## src/rtl/wmb_pkg.sv

```systemverilog
package wmb_pkg;
  typedef enum logic {
    ADM_WATERMARK = 1'b0,
    ADM_RESERVED  = 1'b1
  } adm_mode_e;
endpackage

```

## src/rtl/wmb_admit.sv

```systemverilog
module wmb_admit
  import wmb_pkg::*;
#(
  parameter int unsigned NUM_BUF  = 8,
  parameter int unsigned NUM_PRIO = 4,
  parameter int unsigned WM_STEP  = 1,
  localparam int unsigned CW = $clog2(NUM_BUF + 1),
  localparam int unsigned PW = $clog2(NUM_PRIO)
) (
  input  logic                          clk_i,
  input  logic                          rst_ni,
  input  adm_mode_e                     mode_i,
  input  logic                          arr_valid_i,
  input  logic [PW-1:0]                 arr_prio_i,
  input  logic                          rel_fire_i,
  input  logic [PW-1:0]                 rel_prio_i,
  output logic                          accept_o,
  output logic                          retry_o,
  output logic [CW-1:0]                 free_cnt_o,
  output logic [NUM_PRIO-1:0][CW-1:0]   prio_cnt_o
);
  localparam int unsigned SHARED = NUM_BUF - NUM_PRIO;

  logic [CW-1:0]               free_q, free_eff, shared_used;
  logic [NUM_PRIO-1:0][CW-1:0] cnt_q, cnt_eff;
  logic                        ok_wm, ok_rs;

  function automatic logic [CW-1:0] wmark(input logic [PW-1:0] p);
    return CW'((NUM_PRIO - 1 - int'(p)) * WM_STEP);
  endfunction

  // release is applied before admission
  always_comb begin
    free_eff    = free_q + CW'(rel_fire_i);
    shared_used = '0;
    for (int p = 0; p < NUM_PRIO; p++) begin
      cnt_eff[p] = cnt_q[p] - CW'(rel_fire_i && rel_prio_i == PW'(p));
      if (cnt_eff[p] != '0) shared_used = shared_used + cnt_eff[p] - CW'(1);
    end
    ok_wm    = free_eff > wmark(arr_prio_i);
    ok_rs    = (free_eff != '0) &&
               ((cnt_eff[arr_prio_i] == '0) || (shared_used < CW'(SHARED)));
    accept_o = arr_valid_i && ((mode_i == ADM_RESERVED) ? ok_rs : ok_wm);
    retry_o  = arr_valid_i && !accept_o;
  end

  always_ff @(posedge clk_i or negedge rst_ni) begin
    if (!rst_ni) begin
      free_q <= CW'(NUM_BUF);
      cnt_q  <= '0;
    end else begin
      free_q <= free_q + CW'(rel_fire_i) - CW'(accept_o);
      for (int p = 0; p < NUM_PRIO; p++)
        cnt_q[p] <= cnt_q[p] + CW'(accept_o && arr_prio_i == PW'(p))
                             - CW'(rel_fire_i && rel_prio_i == PW'(p));
    end
  end

  assign free_cnt_o = free_q;
  assign prio_cnt_o = cnt_q;

  // checker-side sums
  logic [NUM_PRIO-1:0][CW-1:0] band_sum;
  logic [CW-1:0]               empty_prios;
  always_comb begin
    empty_prios = '0;
    for (int p = 0; p < NUM_PRIO; p++) begin
      band_sum[p] = (p == 0) ? cnt_q[0] : band_sum[p-1] + cnt_q[p];
      if (cnt_q[p] == '0) empty_prios = empty_prios + CW'(1);
    end
  end

  a_r6_free_bound: assert property (@(posedge clk_i) disable iff (!rst_ni)
    free_q <= CW'(NUM_BUF));

  a_r9_retry_keeps_state: assert property (@(posedge clk_i) disable iff (!rst_ni)
    (retry_o && !rel_fire_i) |=> ($stable(free_q) && $stable(cnt_q)));

  a_r4_reserve_kept: assert property (@(posedge clk_i) disable iff (!rst_ni)
    (mode_i == ADM_RESERVED) |-> (free_q >= empty_prios));

  for (genvar p = 0; p < NUM_PRIO; p++) begin : g_band
    a_r3_band_limit: assert property (@(posedge clk_i) disable iff (!rst_ni)
      (mode_i == ADM_WATERMARK) |->
        (band_sum[p] <= CW'(NUM_BUF) - wmark(PW'(p))));
  end
endmodule

```

## src/rtl/wmb_slots.sv

```systemverilog
module wmb_slots #(
  parameter int unsigned NUM_BUF  = 8,
  parameter int unsigned NUM_PRIO = 4,
  localparam int unsigned SW = $clog2(NUM_BUF),
  localparam int unsigned CW = $clog2(NUM_BUF + 1),
  localparam int unsigned PW = $clog2(NUM_PRIO)
) (
  input  logic               clk_i,
  input  logic               rst_ni,
  input  logic               alloc_i,
  input  logic [PW-1:0]      alloc_prio_i,
  input  logic               rel_i,
  output logic               sel_valid_o,
  output logic [PW-1:0]      sel_prio_o,
  output logic [SW-1:0]      sel_slot_o,
  output logic [NUM_BUF-1:0] occ_o
);
  logic [NUM_BUF-1:0]         vld_q;
  logic [NUM_BUF-1:0][PW-1:0] prio_q;
  logic [NUM_BUF-1:0][SW-1:0] rank_q;   // 0 = oldest stored packet

  logic          best_v;
  logic [PW-1:0] best_p;
  logic [SW-1:0] best_r, best_i, alloc_idx, new_rank;
  logic [CW-1:0] occ;
  logic          alloc_found;

  always_comb begin
    best_v = 1'b0;
    best_p = '0;
    best_r = '0;
    best_i = '0;
    for (int i = 0; i < NUM_BUF; i++) begin
      if (vld_q[i] && (!best_v || prio_q[i] > best_p ||
                       (prio_q[i] == best_p && rank_q[i] < best_r))) begin
        best_v = 1'b1;
        best_p = prio_q[i];
        best_r = rank_q[i];
        best_i = SW'(i);
      end
    end
  end

  always_comb begin
    occ         = '0;
    alloc_idx   = '0;
    alloc_found = 1'b0;
    for (int i = 0; i < NUM_BUF; i++) begin
      occ = occ + CW'(vld_q[i]);
      if (!alloc_found && (!vld_q[i] || (rel_i && best_i == SW'(i)))) begin
        alloc_idx   = SW'(i);
        alloc_found = 1'b1;
      end
    end
    new_rank = SW'(occ - CW'(rel_i));
  end

  for (genvar i = 0; i < NUM_BUF; i++) begin : g_slot
    always_ff @(posedge clk_i or negedge rst_ni) begin
      if (!rst_ni) begin
        vld_q[i]  <= 1'b0;
        prio_q[i] <= '0;
        rank_q[i] <= '0;
      end else if (alloc_i && alloc_idx == SW'(i)) begin
        vld_q[i]  <= 1'b1;
        prio_q[i] <= alloc_prio_i;
        rank_q[i] <= new_rank;
      end else if (rel_i && best_i == SW'(i)) begin
        vld_q[i]  <= 1'b0;
      end else if (rel_i && vld_q[i] && rank_q[i] > best_r) begin
        rank_q[i] <= rank_q[i] - SW'(1);
      end
    end
  end

  assign sel_valid_o = best_v;
  assign sel_prio_o  = best_p;
  assign sel_slot_o  = best_i;
  assign occ_o       = vld_q;

  a_r11_slot_available: assert property (@(posedge clk_i) disable iff (!rst_ni)
    alloc_i |-> alloc_found);

  a_r10_release_needs_packet: assert property (@(posedge clk_i) disable iff (!rst_ni)
    rel_i |-> best_v);
endmodule

```

## src/rtl/wmb_buf_admit.sv

```systemverilog
module wmb_buf_admit
  import wmb_pkg::*;
#(
  parameter int unsigned NUM_BUF  = 8,
  parameter int unsigned NUM_PRIO = 4,
  parameter int unsigned WM_STEP  = 1,
  localparam int unsigned CW = $clog2(NUM_BUF + 1),
  localparam int unsigned SW = $clog2(NUM_BUF),
  localparam int unsigned PW = $clog2(NUM_PRIO)
) (
  input  logic          clk_i,
  input  logic          rst_ni,
  input  logic          mode_i,
  input  logic          arr_valid_i,
  input  logic [PW-1:0] arr_prio_i,
  input  logic          rel_i,
  output logic          accept_o,
  output logic          retry_o,
  output logic [CW-1:0] free_cnt_o,
  output logic          sel_valid_o,
  output logic [PW-1:0] sel_prio_o,
  output logic [SW-1:0] sel_slot_o
);
  logic                        rel_fire;
  logic [NUM_PRIO-1:0][CW-1:0] prio_cnt;
  logic [NUM_BUF-1:0]          occ;

  assign rel_fire = rel_i && sel_valid_o;

  wmb_admit #(.NUM_BUF(NUM_BUF), .NUM_PRIO(NUM_PRIO), .WM_STEP(WM_STEP)) u_admit (
    .clk_i       (clk_i),
    .rst_ni      (rst_ni),
    .mode_i      (adm_mode_e'(mode_i)),
    .arr_valid_i (arr_valid_i),
    .arr_prio_i  (arr_prio_i),
    .rel_fire_i  (rel_fire),
    .rel_prio_i  (sel_prio_o),
    .accept_o    (accept_o),
    .retry_o     (retry_o),
    .free_cnt_o  (free_cnt_o),
    .prio_cnt_o  (prio_cnt)
  );

  wmb_slots #(.NUM_BUF(NUM_BUF), .NUM_PRIO(NUM_PRIO)) u_slots (
    .clk_i        (clk_i),
    .rst_ni       (rst_ni),
    .alloc_i      (accept_o),
    .alloc_prio_i (arr_prio_i),
    .rel_i        (rel_fire),
    .sel_valid_o  (sel_valid_o),
    .sel_prio_o   (sel_prio_o),
    .sel_slot_o   (sel_slot_o),
    .occ_o        (occ)
  );

  a_r6_occupancy_match: assert property (@(posedge clk_i) disable iff (!rst_ni)
    $countones(occ) == NUM_BUF - int'(free_cnt_o));

  a_r10_idle_release: assert property (@(posedge clk_i) disable iff (!rst_ni)
    (rel_i && !sel_valid_o && !arr_valid_i) |=> $stable(free_cnt_o));

  for (genvar p = 0; p < NUM_PRIO; p++) begin : g_order
    a_r7_no_higher_waiting: assert property (@(posedge clk_i) disable iff (!rst_ni)
      (sel_valid_o && sel_prio_o < PW'(p)) |-> (prio_cnt[p] == '0));
  end
endmodule

```

## config.mk

```make
export PLATFORM = sky130hd
export DESIGN_NAME = wmb_buf_admit
export DESIGN_NICKNAME = d
export VERILOG_FILES = /design/src/rtl/wmb_pkg.sv /design/src/rtl/wmb_admit.sv /design/src/rtl/wmb_slots.sv /design/src/rtl/wmb_buf_admit.sv
export SDC_FILE = /design/constraint.sdc
export NUM_CORES = 1
export LEC_CHECK = 0
export BUFFER_PORTS_ARGS = -buffer_cell sky130_fd_sc_hd__buf_2
export CELL_PAD_IN_SITES_DETAIL_PLACEMENT = 0
export CELL_PAD_IN_SITES_GLOBAL_PLACEMENT = 1
export CORE_MARGIN = 2
export CORE_UTILIZATION = 51
export CTS_BUF_LIST = sky130_fd_sc_hd__clkbuf_4 sky130_fd_sc_hd__clkbuf_8
export DETAILED_ROUTE_END_ITERATION = 16
export GPL_TIMING_DRIVEN = 0
export PLACE_DENSITY_LB_ADDON = 0.08
export SYNTH_ARGS = -nofsm -noshare
export SYNTH_HDL_FRONTEND = slang
export SYNTH_SLANG_ARGS = --single-unit
```

## constraint.sdc

```tcl
create_clock -name clk_i -period 28.5 [get_ports clk_i]
set_clock_uncertainty 0.1 [all_clocks]
set_input_delay 5.7 -clock clk_i [delete_from_list [all_inputs] [get_ports clk_i]]
set_output_delay 5.7 -clock clk_i [all_outputs]
set_load 0.02 [all_outputs]
```

==> impl_metrics.yaml, run 1 <==
clock_tree:
  cts_setup_buffers: 0
  cts_sinks: 68
  cts_hold_buf: 0
  cts.clk_slew.worst_paths_ns: 0.08
  clockBufferDepth: 2
  cts.repair.resized: 0
  root_buffer: "clkbuf_8"
  h-tree-depth: 3
  tritoncts: "built"
  clock_latency_ns: 0.37
  cts_inserted_buffers: 9
finish:
  drive_above_1_share: 0.0967
  area_growth_pct: 8.51
  instances_no_fill: 993
  insertedDiodeCount: 0
  final_common_cell: "ha_1"
  stdcell_area_um2: 7610
  nNetsFinal: 939
  layout_common_cells: "ha_1 (109), inv_1 (105), dfrtp_1 (67)"
logic_synthesis:
  syn_area_um2: 7010
  synth_nets: 909
  yosysUniqueCellTypes: 77
  syn_avg_cell_area_um2: 8.96
  synthCells: 782
  yosysWarnings: 0
  synthFlopType: "dfrtp_1"
  yosysSeqAreaShare: 0.243
  synth-async-reset-ratio: 1.00
  synth_edf_count: 0
  ys_seq_elements: 68
min_path:
  min_from: "u_slots.prio_q[0]"
  worst_hold_path_type: "reg2reg"
timing:
  fin_crit_ns: 26.58
  hold_viol_final: 0
  report.final.slew_viol_count: 0
  fmax_ghz: 0.0376
  tightest_slew_ns: 1.35
  post-route-period-util: 0.933
  setup-violations-final: 0
  slew_headroom: 0.0938
  fin_tns_setup_ns: 0
  holdWs_ns: 0.410
  rsz0062_at_grt: "no"
routing:
  ant_nets: 0
  vias: 5791
  dr.pass1.iters: 5
  post_drt_wl_per_cell_um: 18.0
  drc: 0
  drt-total-wl_mm: 17.9
  drtIter0Drc: 409
  viasPerCell: 5.83
setup_path:
  critPathRequiredTime_ns: 22.70
  worstPathArrival_ns: 20.78
  crit_path_end_kind: "output pin"
  r2r_cells: 80
  crit_top_cell: "ha_1"
  critPathMaxStageDelay_ns: 0.70
  reg2reg_from: "u_slots.occ_o[0]"
  crit_path_start: "u_slots.occ_o[0]"
  cp-start-kind: "flip-flop"
  reg2reg_to: "u_slots.prio_q[15]"
  path_class: "reg2out"
  cpMaxStageDelayCell: "a2111oi_0"
  r2r_slack_ns: 6.92
  endpoint: "accept_o"
  worstPathMaxFanout: 10
global_route:
  antenna_found_initial: 0
  grt_pass1_wl_mm: 30.2
  gr-total-overflow: 0
  grt_pass1_vias: 5894
  grt_max_degree: 67
  grt_use_total: 0.265
die:
  row_count: 42
  die_x_um: 121
  die_y_um: 121
  initial_utilization: 0.525
  core-area_um2: 13300
  die_area_um2: 14700
  ioPinCount: 19
placement:
  gp_congestion: 0.924
  dp_hpwl_mm: 13.7
  post-place-cells: 977
  place_area_um2: 7350
  io_buffers: 17
run_status:
  status: "complete, no violations"
job:
  max-cap-violations: 0
## how the worst min path moves through the flow
stage | end | depth (start not counted)
after floorplan | u_slots.prio_q[0] | 1
after global placement | u_slots.prio_q[0] | 1
after detailed placement | u_slots.prio_q[0] | 1
after CTS | u_slots.prio_q[0] | 1
after global routing | u_slots.prio_q[0] | 1
final | u_slots.prio_q[0] | 1
## metrics by stage
| stage | utilization | worst slack (ns) |
|---|---|---|
| 6_report | 0.570 | 1.92 |
| 4_1_cts | 0.570 | 2.10 |
| 3_5_place_dp | 0.551 | 2.56 |
| 3_3_place_gp | 0.548 | 2.95 |
| 5_1_grt | 0.570 | 0.233 |
| 2_1_floorplan | - | 5.43 |
## per-layer routing
metal	part of all wire	track usage	wire, um
met3	0.044	0.0334	781
met5	0	0	0
met2	0.44	0.421	7950
met1	0.50	0.376	8890
met4	0.015	0.0833	267
## kinds of logic after synthesis
group | synth area share
xor gates and xnor gates | 0.0626
and+or+nand+nor | 0.149
buffers and inverters | 0.0687
AOI/OAI and AO/OA | 0.163
DFF | 0.243
muxes | 0.0869
adders and majority gates | 0.226
## cell usage after synthesis, drive strengths merged, types with 3 or more instances
master / n / area, um2
o21ai: 39 / 195
inv: 105 / 394
and2: 6 / 37.5
o31ai: 4 / 30.0
clkbuf: 10 / 37.5
xor2: 16 / 140
ha: 109 / 1360
a211o: 6 / 52.6
a211oi: 7 / 52.6
o311a: 3 / 30.0
or3: 4 / 25.0
mux2: 28 / 319
o21a: 12 / 90.1
nor2b: 12 / 75.1
nand3: 24 / 133
o211a: 3 / 30.0
and3: 10 / 62.6
buf: 5 / 42.5
mux2i: 29 / 290
a21o: 8 / 60.1
xnor2: 29 / 254
o31a: 4 / 43.8
nand2: 67 / 254
nand2b: 12 / 75.1
nor2: 38 / 158
nand4: 6 / 37.5
o211ai: 8 / 65.1
o311ai: 3 / 26.3
a2111oi: 3 / 26.3
fa: 11 / 220
nor4: 4 / 25.0
nor3: 10 / 50.1
a21oi: 30 / 173
dfrtp: 67 / 1680
a31oi: 11 / 75.1
## critical path: cells and delay by family (launching register included)
family | cells | cell delay [ns]
AO/OA/AOI/OAI | 22 | 6.85
adder cells (fa/ha/maj) | 15 | 4.66
AND/OR/NAND/NOR | 21 | 3.18
multiplexers | 7 | 2.66
buffers and inverters | 9 | 1.91
XOR/XNOR | 4 | 0.74
flip-flops | 1 | 0.40
## registers in the layout, indices dropped and copies added, names as in the netlist
name / cells
u_admit.free_cnt_o: 4
u_admit.prio_cnt_o: 16
u_slots.occ_o: 8
u_slots.prio_q: 16
u_slots.rank_q: 24
## layout make-up
type,instances,area [um2]
clock buffer,12,159
timing repair buffer,19,123
buffer,15,80.1
fill,1222,5740
inverter,107,402
clock inverter,4,95.1
multi-input combinational,592,4830
sequential,68,1700
tap,176,220
Power of run 1 is not shown: default switching activity piles up to over one toggle a cycle in this logic, so the estimate is an artifact.
==> inputs of run 2 (changes only) <==
--- a/config.mk
+++ b/config.mk
@@ -9,8 +9,9 @@
 export CELL_PAD_IN_SITES_DETAIL_PLACEMENT = 0
 export CELL_PAD_IN_SITES_GLOBAL_PLACEMENT = 1
 export CORE_MARGIN = 2
-export CORE_UTILIZATION = 51
-export CTS_BUF_LIST = sky130_fd_sc_hd__clkbuf_4 sky130_fd_sc_hd__clkbuf_8
+export CORE_UTILIZATION = 50
+export CTS_BUF_LIST = sky130_fd_sc_hd__clkbuf_16
+export CTS_CLUSTER_SIZE = 28
 export DETAILED_ROUTE_END_ITERATION = 16
 export GPL_TIMING_DRIVEN = 0
 export PLACE_DENSITY_LB_ADDON = 0.08
==> run 2 against run 1 <==
Effect of this change:
- largest cell class unchanged
- fmax shrank 1.2%
- first-iteration DRC count shrank 7.6%
- sequential share of layout area shrank 0.15 points
- register-to-register slack lost 0.35 ns
- critical path depth grew 3
- non-clock buffer count is the same
- routed wire length grew 0.16%
- final area grew 0.69%
- setup slack lost 0.33 ns
- critical endpoint unchanged
- die area grew 1.9%
- sequential cell count is the same
==> impl_metrics.yaml, run 2 (synthesized netlist as in run 1, its figures left out) <==
routing:
  dr.pass1.iters: 5
  viasPerCell: 5.76
  ant_nets: 0
  post_drt_wl_per_cell_um: 18.0
  drc: 0
  drt-total-wl_mm: 17.9
  vias: 5745
  drtIter0Drc: 378
setup_path:
  worstPathArrival_ns: 21.11
  cp-start-kind: "flip-flop"
  crit_top_cell: "ha_1"
  crit_path_end_kind: "output pin"
  worstPathMaxFanout: 10
  path_class: "reg2out"
  critPathMaxStageDelay_ns: 0.73
  critPathRequiredTime_ns: 22.70
  cpMaxStageDelayCell: "a2111oi_0"
global_route:
  antenna_found_initial: 0
  grt_pass1_vias: 5681
  gr-total-overflow: 0
  grt_pass1_wl_mm: 29.3
  grt_max_degree: 66
  grt_use_total: 0.257
finish:
  insertedDiodeCount: 0
  final_common_cell: "ha_1"
  largest_reg_flops: 24
  fill_cells: 1286
  nNetsFinal: 939
  layout_common_cells: "ha_1 (109), inv_1 (105), dfrtp_1 (67)"
  area_growth_pct: 9.26
  max_flop_register: "u_slots.rank_q"
  drive_above_1_share: 0.0967
  multi_input_area_um2: 4830
  layout.area.seq_um2: 1700
clock_tree:
  clock_latency_ns: 0.35
  cts_inserted_buffers: 9
  tritoncts: "built"
  clockBufferDepth: 2
  cts.clk_slew.worst_paths_ns: 0.06
  root_buffer: "clkbuf_16"
  cts_hold_buf: 0
  cts_sinks: 68
  h-tree-depth: 3
  cts_setup_buffers: 0
  cts.repair.resized: 0
timing:
  fmax_ghz: 0.0372
  worst_slack_ns: 1.59
  fin_crit_ns: 26.91
  slew_headroom: 0.133
  post-route-period-util: 0.944
  holdWs_ns: 0.413
  hold_viol_final: 0
  fin_tns_setup_ns: 0
  setup-violations-final: 0
  tightest_slew_ns: 1.29
  report.final.slew_viol_count: 0
  rsz0062_at_grt: "no"
die:
  die_y_um: 122
  initial_utilization: 0.509
  ioPinCount: 19
  die_x_um: 122
  core-area_um2: 13800
  row_count: 43
  die_area_um2: 15000
run_status:
  status: "complete, no violations"
placement:
  place_ws_ns: 2.45
  gp_congestion: 0.875
  io_buffers: 17
  dp_hpwl_mm: 13.7
min_path:
  worst_hold_path_type: "reg2reg"
job:
  max-cap-violations: 0
[run 2: cell types whose count changed in the layout (fill, tap and decap cells not counted), moves of 2 or more]
cell,change
bufinv_16,-2
clkbuf_16,+9
clkinvlp_4,+2
clkinv_4,+2
clkbuf_8,-11
[run 2: final timing paths]
check | start | to | slack [ns] | cells after the start
worst max-delay path | u_slots.occ_o[0] | accept_o | 1.59 | 81
worst min-delay path | u_slots.prio_q[1] | u_slots.prio_q[1] | 0.41 | 1
worst max register to register | u_slots.occ_o[0] | u_slots.prio_q[15] | 6.57 | 83
worst min register to register | u_slots.prio_q[1] | u_slots.prio_q[1] | 0.41 | 1
max in group asynchronous | rst_ni | u_admit.free_cnt_o[3] | 22.68 | 2
min in group asynchronous | rst_ni | u_admit.prio_cnt_o[5] | 5.04 | 1
[run 2: area by class of cell]
cell class                      instances  area share
Clock inverter                          7     0.00996
Inverter                              107      0.0524
Clock buffer                            9      0.0294
Timing Repair Buffer                   19      0.0160
Tap cell                              180      0.0294
Sequential cell                        68       0.222
Multi-Input combinational cell        592       0.630
Buffer                                 15      0.0105
[run 2: through the flow]
stage	area, um2	util	cells
global route	7660	0.556	997
global placement	7320	0.532	979
CTS	7660	0.556	997
floorplan	7010	-	782
detailed placement	7360	0.534	981
finish	7660	0.556	997
[run 2: worst max-delay path: cells and delay by family (launching register included)]
kind / cells / cell delay [ns]
compound gates: 23 / 7.04
fa+ha+maj: 15 / 4.76
simple gates: 23 / 3.70
mux: 6 / 2.13
buf+inv: 10 / 2.04
xor+xnor: 4 / 0.67
flops: 1 / 0.40
[run 2: layer usage]
metal	wire length [um]	share of wire	global-route usage	vias to the layer above
li1	-	-	-	2807
met1	9020	0.50	0.371	2810
met2	7950	0.44	0.400	109
met3	631	0.035	0.0274	19
met4	316	0.018	0.0855	0
met5	0	0	0	-
Power of run 2 is left out for the same reason.
==> inputs of run 3 (changes only) <==
--- a/config.mk
+++ b/config.mk
@@ -8,12 +8,12 @@
 export BUFFER_PORTS_ARGS = -buffer_cell sky130_fd_sc_hd__buf_2
 export CELL_PAD_IN_SITES_DETAIL_PLACEMENT = 0
 export CELL_PAD_IN_SITES_GLOBAL_PLACEMENT = 1
-export CORE_MARGIN = 2
+export CORE_MARGIN = 5
 export CORE_UTILIZATION = 50
 export CTS_BUF_LIST = sky130_fd_sc_hd__clkbuf_16
 export CTS_CLUSTER_SIZE = 28
 export DETAILED_ROUTE_END_ITERATION = 16
-export GPL_TIMING_DRIVEN = 0
+export GPL_ROUTABILITY_DRIVEN = 0
 export PLACE_DENSITY_LB_ADDON = 0.08
 export SYNTH_ARGS = -nofsm -noshare
 export SYNTH_HDL_FRONTEND = slang
==> run 3 against run 2 <==
Effect of this change:
- via count fell by 0.35%
- fmax increased by 5.9%
- non-clock buffer count fell by 11
- hold slack got worse by 0.033 ns
- setup slack better by 1.5 ns
- die area up 10%
- register-to-register slack better by 1.3 ns
- cell count decreased by 1.1%
- clock-buffer cell count is the same
- routed wire length rose by 2.8%
- critical path type unchanged
- highest routed layer unchanged
==> impl_metrics.yaml, run 3 (synthesized netlist as in run 1, its figures left out) <==
run_status:
  status: "complete, no violations"
clock_tree:
  tritoncts: "built"
  cts_setup_buffers: 0
  cts.clk_slew.worst_paths_ns: 0.05
  cts.repair.resized: 0
  h-tree-depth: 3
  clock_latency_ns: 0.34
  cts_hold_buf: 0
  root_buffer: "clkbuf_16"
  cts_sinks: 68
  cts_inserted_buffers: 9
  clockBufferDepth: 2
die:
  core-area_um2: 13800
  initial_utilization: 0.507
  row_count: 43
  ioPinCount: 19
  die_x_um: 128
  die_area_um2: 16500
  die_y_um: 128
setup_path:
  critPathMaxStageDelay_ns: 0.71
  r2r_slack_ns: 7.91
  crit_path_end_kind: "output pin"
  worstPathArrival_ns: 19.62
  cp-start-kind: "flip-flop"
  critPathRequiredTime_ns: 22.70
  reg2reg_to: "u_slots.prio_q[9]"
  r2r_cells: 79
  crit_top_cell: "ha_1"
  path_class: "reg2out"
  worstPathMaxFanout: 13
  cpMaxStageDelayCell: "a2111oi_0"
  reg2reg_from: "u_slots.occ_o[0]"
timing:
  post-route-period-util: 0.892
  fin_crit_ns: 25.42
  hold_viol_final: 0
  fmax_ghz: 0.0393
  rsz0062_at_grt: "no"
  fin_tns_setup_ns: 0
  tightest_slew_ns: 0.959
  report.final.slew_viol_count: 0
  setup-violations-final: 0
  slew_headroom: 0.360
min_path:
  min_from: "u_slots.prio_q[0]"
  whs_endpoint: "u_slots.prio_q[0]"
  worst_hold_path_type: "reg2reg"
  hold_path_depth: 1
finish:
  drive_above_1_share: 0.0943
  area_growth_pct: 8.30
  fill_cells: 1250
  insertedDiodeCount: 0
  largest_reg_flops: 24
  max_flop_register: "u_slots.rank_q"
  final_common_cell: "ha_1"
  layout_common_cells: "ha_1 (109), inv_1 (107), dfrtp_1 (67)"
  nNetsFinal: 928
routing:
  post_drt_wl_per_cell_um: 18.7
  dr.pass1.iters: 5
  drc: 0
  vias: 5725
  drtIter0Drc: 518
  ant_nets: 0
  drt-total-wl_mm: 18.4
  viasPerCell: 5.81
placement:
  io_buffers: 18
  dp_hpwl_mm: 14.2
global_route:
  grt_pass1_wl_mm: 30.0
  antenna_found_initial: 0
  grt_pass1_vias: 5878
  grt_use_total: 0.233
  gr-total-overflow: 0
  grt_max_degree: 69
job:
  max-cap-violations: 0
run 3: changes by cell type in the layout (fill, tap and decap cells not counted), moves of 2 or more:
cell,before,now
clkbuf_1,10,0
buf_4,2,5
clkinv_4,2,0
inv_1,105,107
buf_6,3,0
run 3: final cells by class:
type / instances / area (um2) / area share
repair buffers: 23 / 128 / 0.0168
clock inverters: 7 / 83.8 / 0.0110
flip-flops and latches: 68 / 1700 / 0.224
well taps: 180 / 225 / 0.0297
inverters: 107 / 402 / 0.0529
multi-input cells: 592 / 4830 / 0.636
clock buffers: 9 / 225 / 0.0297
run 3: layer usage:
layer / share of wire / track usage / vias up
li1: - / - / 2785
met1: 0.47 / 0.330 / 2757
met2: 0.45 / 0.365 / 162
met3: 0.064 / 0.0349 / 21
met4: 0.016 / 0.0774 / 0
met5: 0 / 0 / -
run 3: how the worst max path moves through the flow:
| stage | startpoint | endpoint | slack (ns) | cells after the start |
|---|---|---|---|---|
| floorplan | u_slots.occ_o[0] | accept_o | 5.43 | 82 |
| global placement | u_slots.occ_o[0] | accept_o | 4.25 | 77 |
| detailed placement | u_slots.occ_o[0] | accept_o | 3.74 | 77 |
| CTS | u_slots.occ_o[0] | accept_o | 3.27 | 77 |
| global route | u_slots.occ_o[0] | accept_o | 1.39 | 76 |
| finish | u_slots.occ_o[0] | accept_o | 3.08 | 77 |
run 3: worst max-delay path: cells and delay by family (launching register included):
kind	cells	cell delay (ns)
and+or+nand+nor	22	3.22
xor gates and xnor gates	4	0.74
AOI/OAI and AO/OA	24	7.63
DFF	1	0.52
muxes	5	1.55
adders and majority gates	15	4.77
buffers and inverters	7	0.80
run 3: stage by stage:
step / instance area (um2) / cells / hold WS, ns / setup WS, ns / util
after floorplan: 7010 / 782 / 0.350 / 5.43 / -
after global placement: 7280 / 970 / 0.367 / 4.25 / 0.527
after detailed placement: 7280 / 970 / 0.373 / 3.74 / 0.527
after CTS: 7590 / 986 / 0.385 / 3.27 / 0.549
after global routing: 7590 / 986 / 0.421 / 1.39 / 0.549
final: 7590 / 986 / 0.380 / 3.08 / 0.549
Power of run 3 is left out for the same reason.
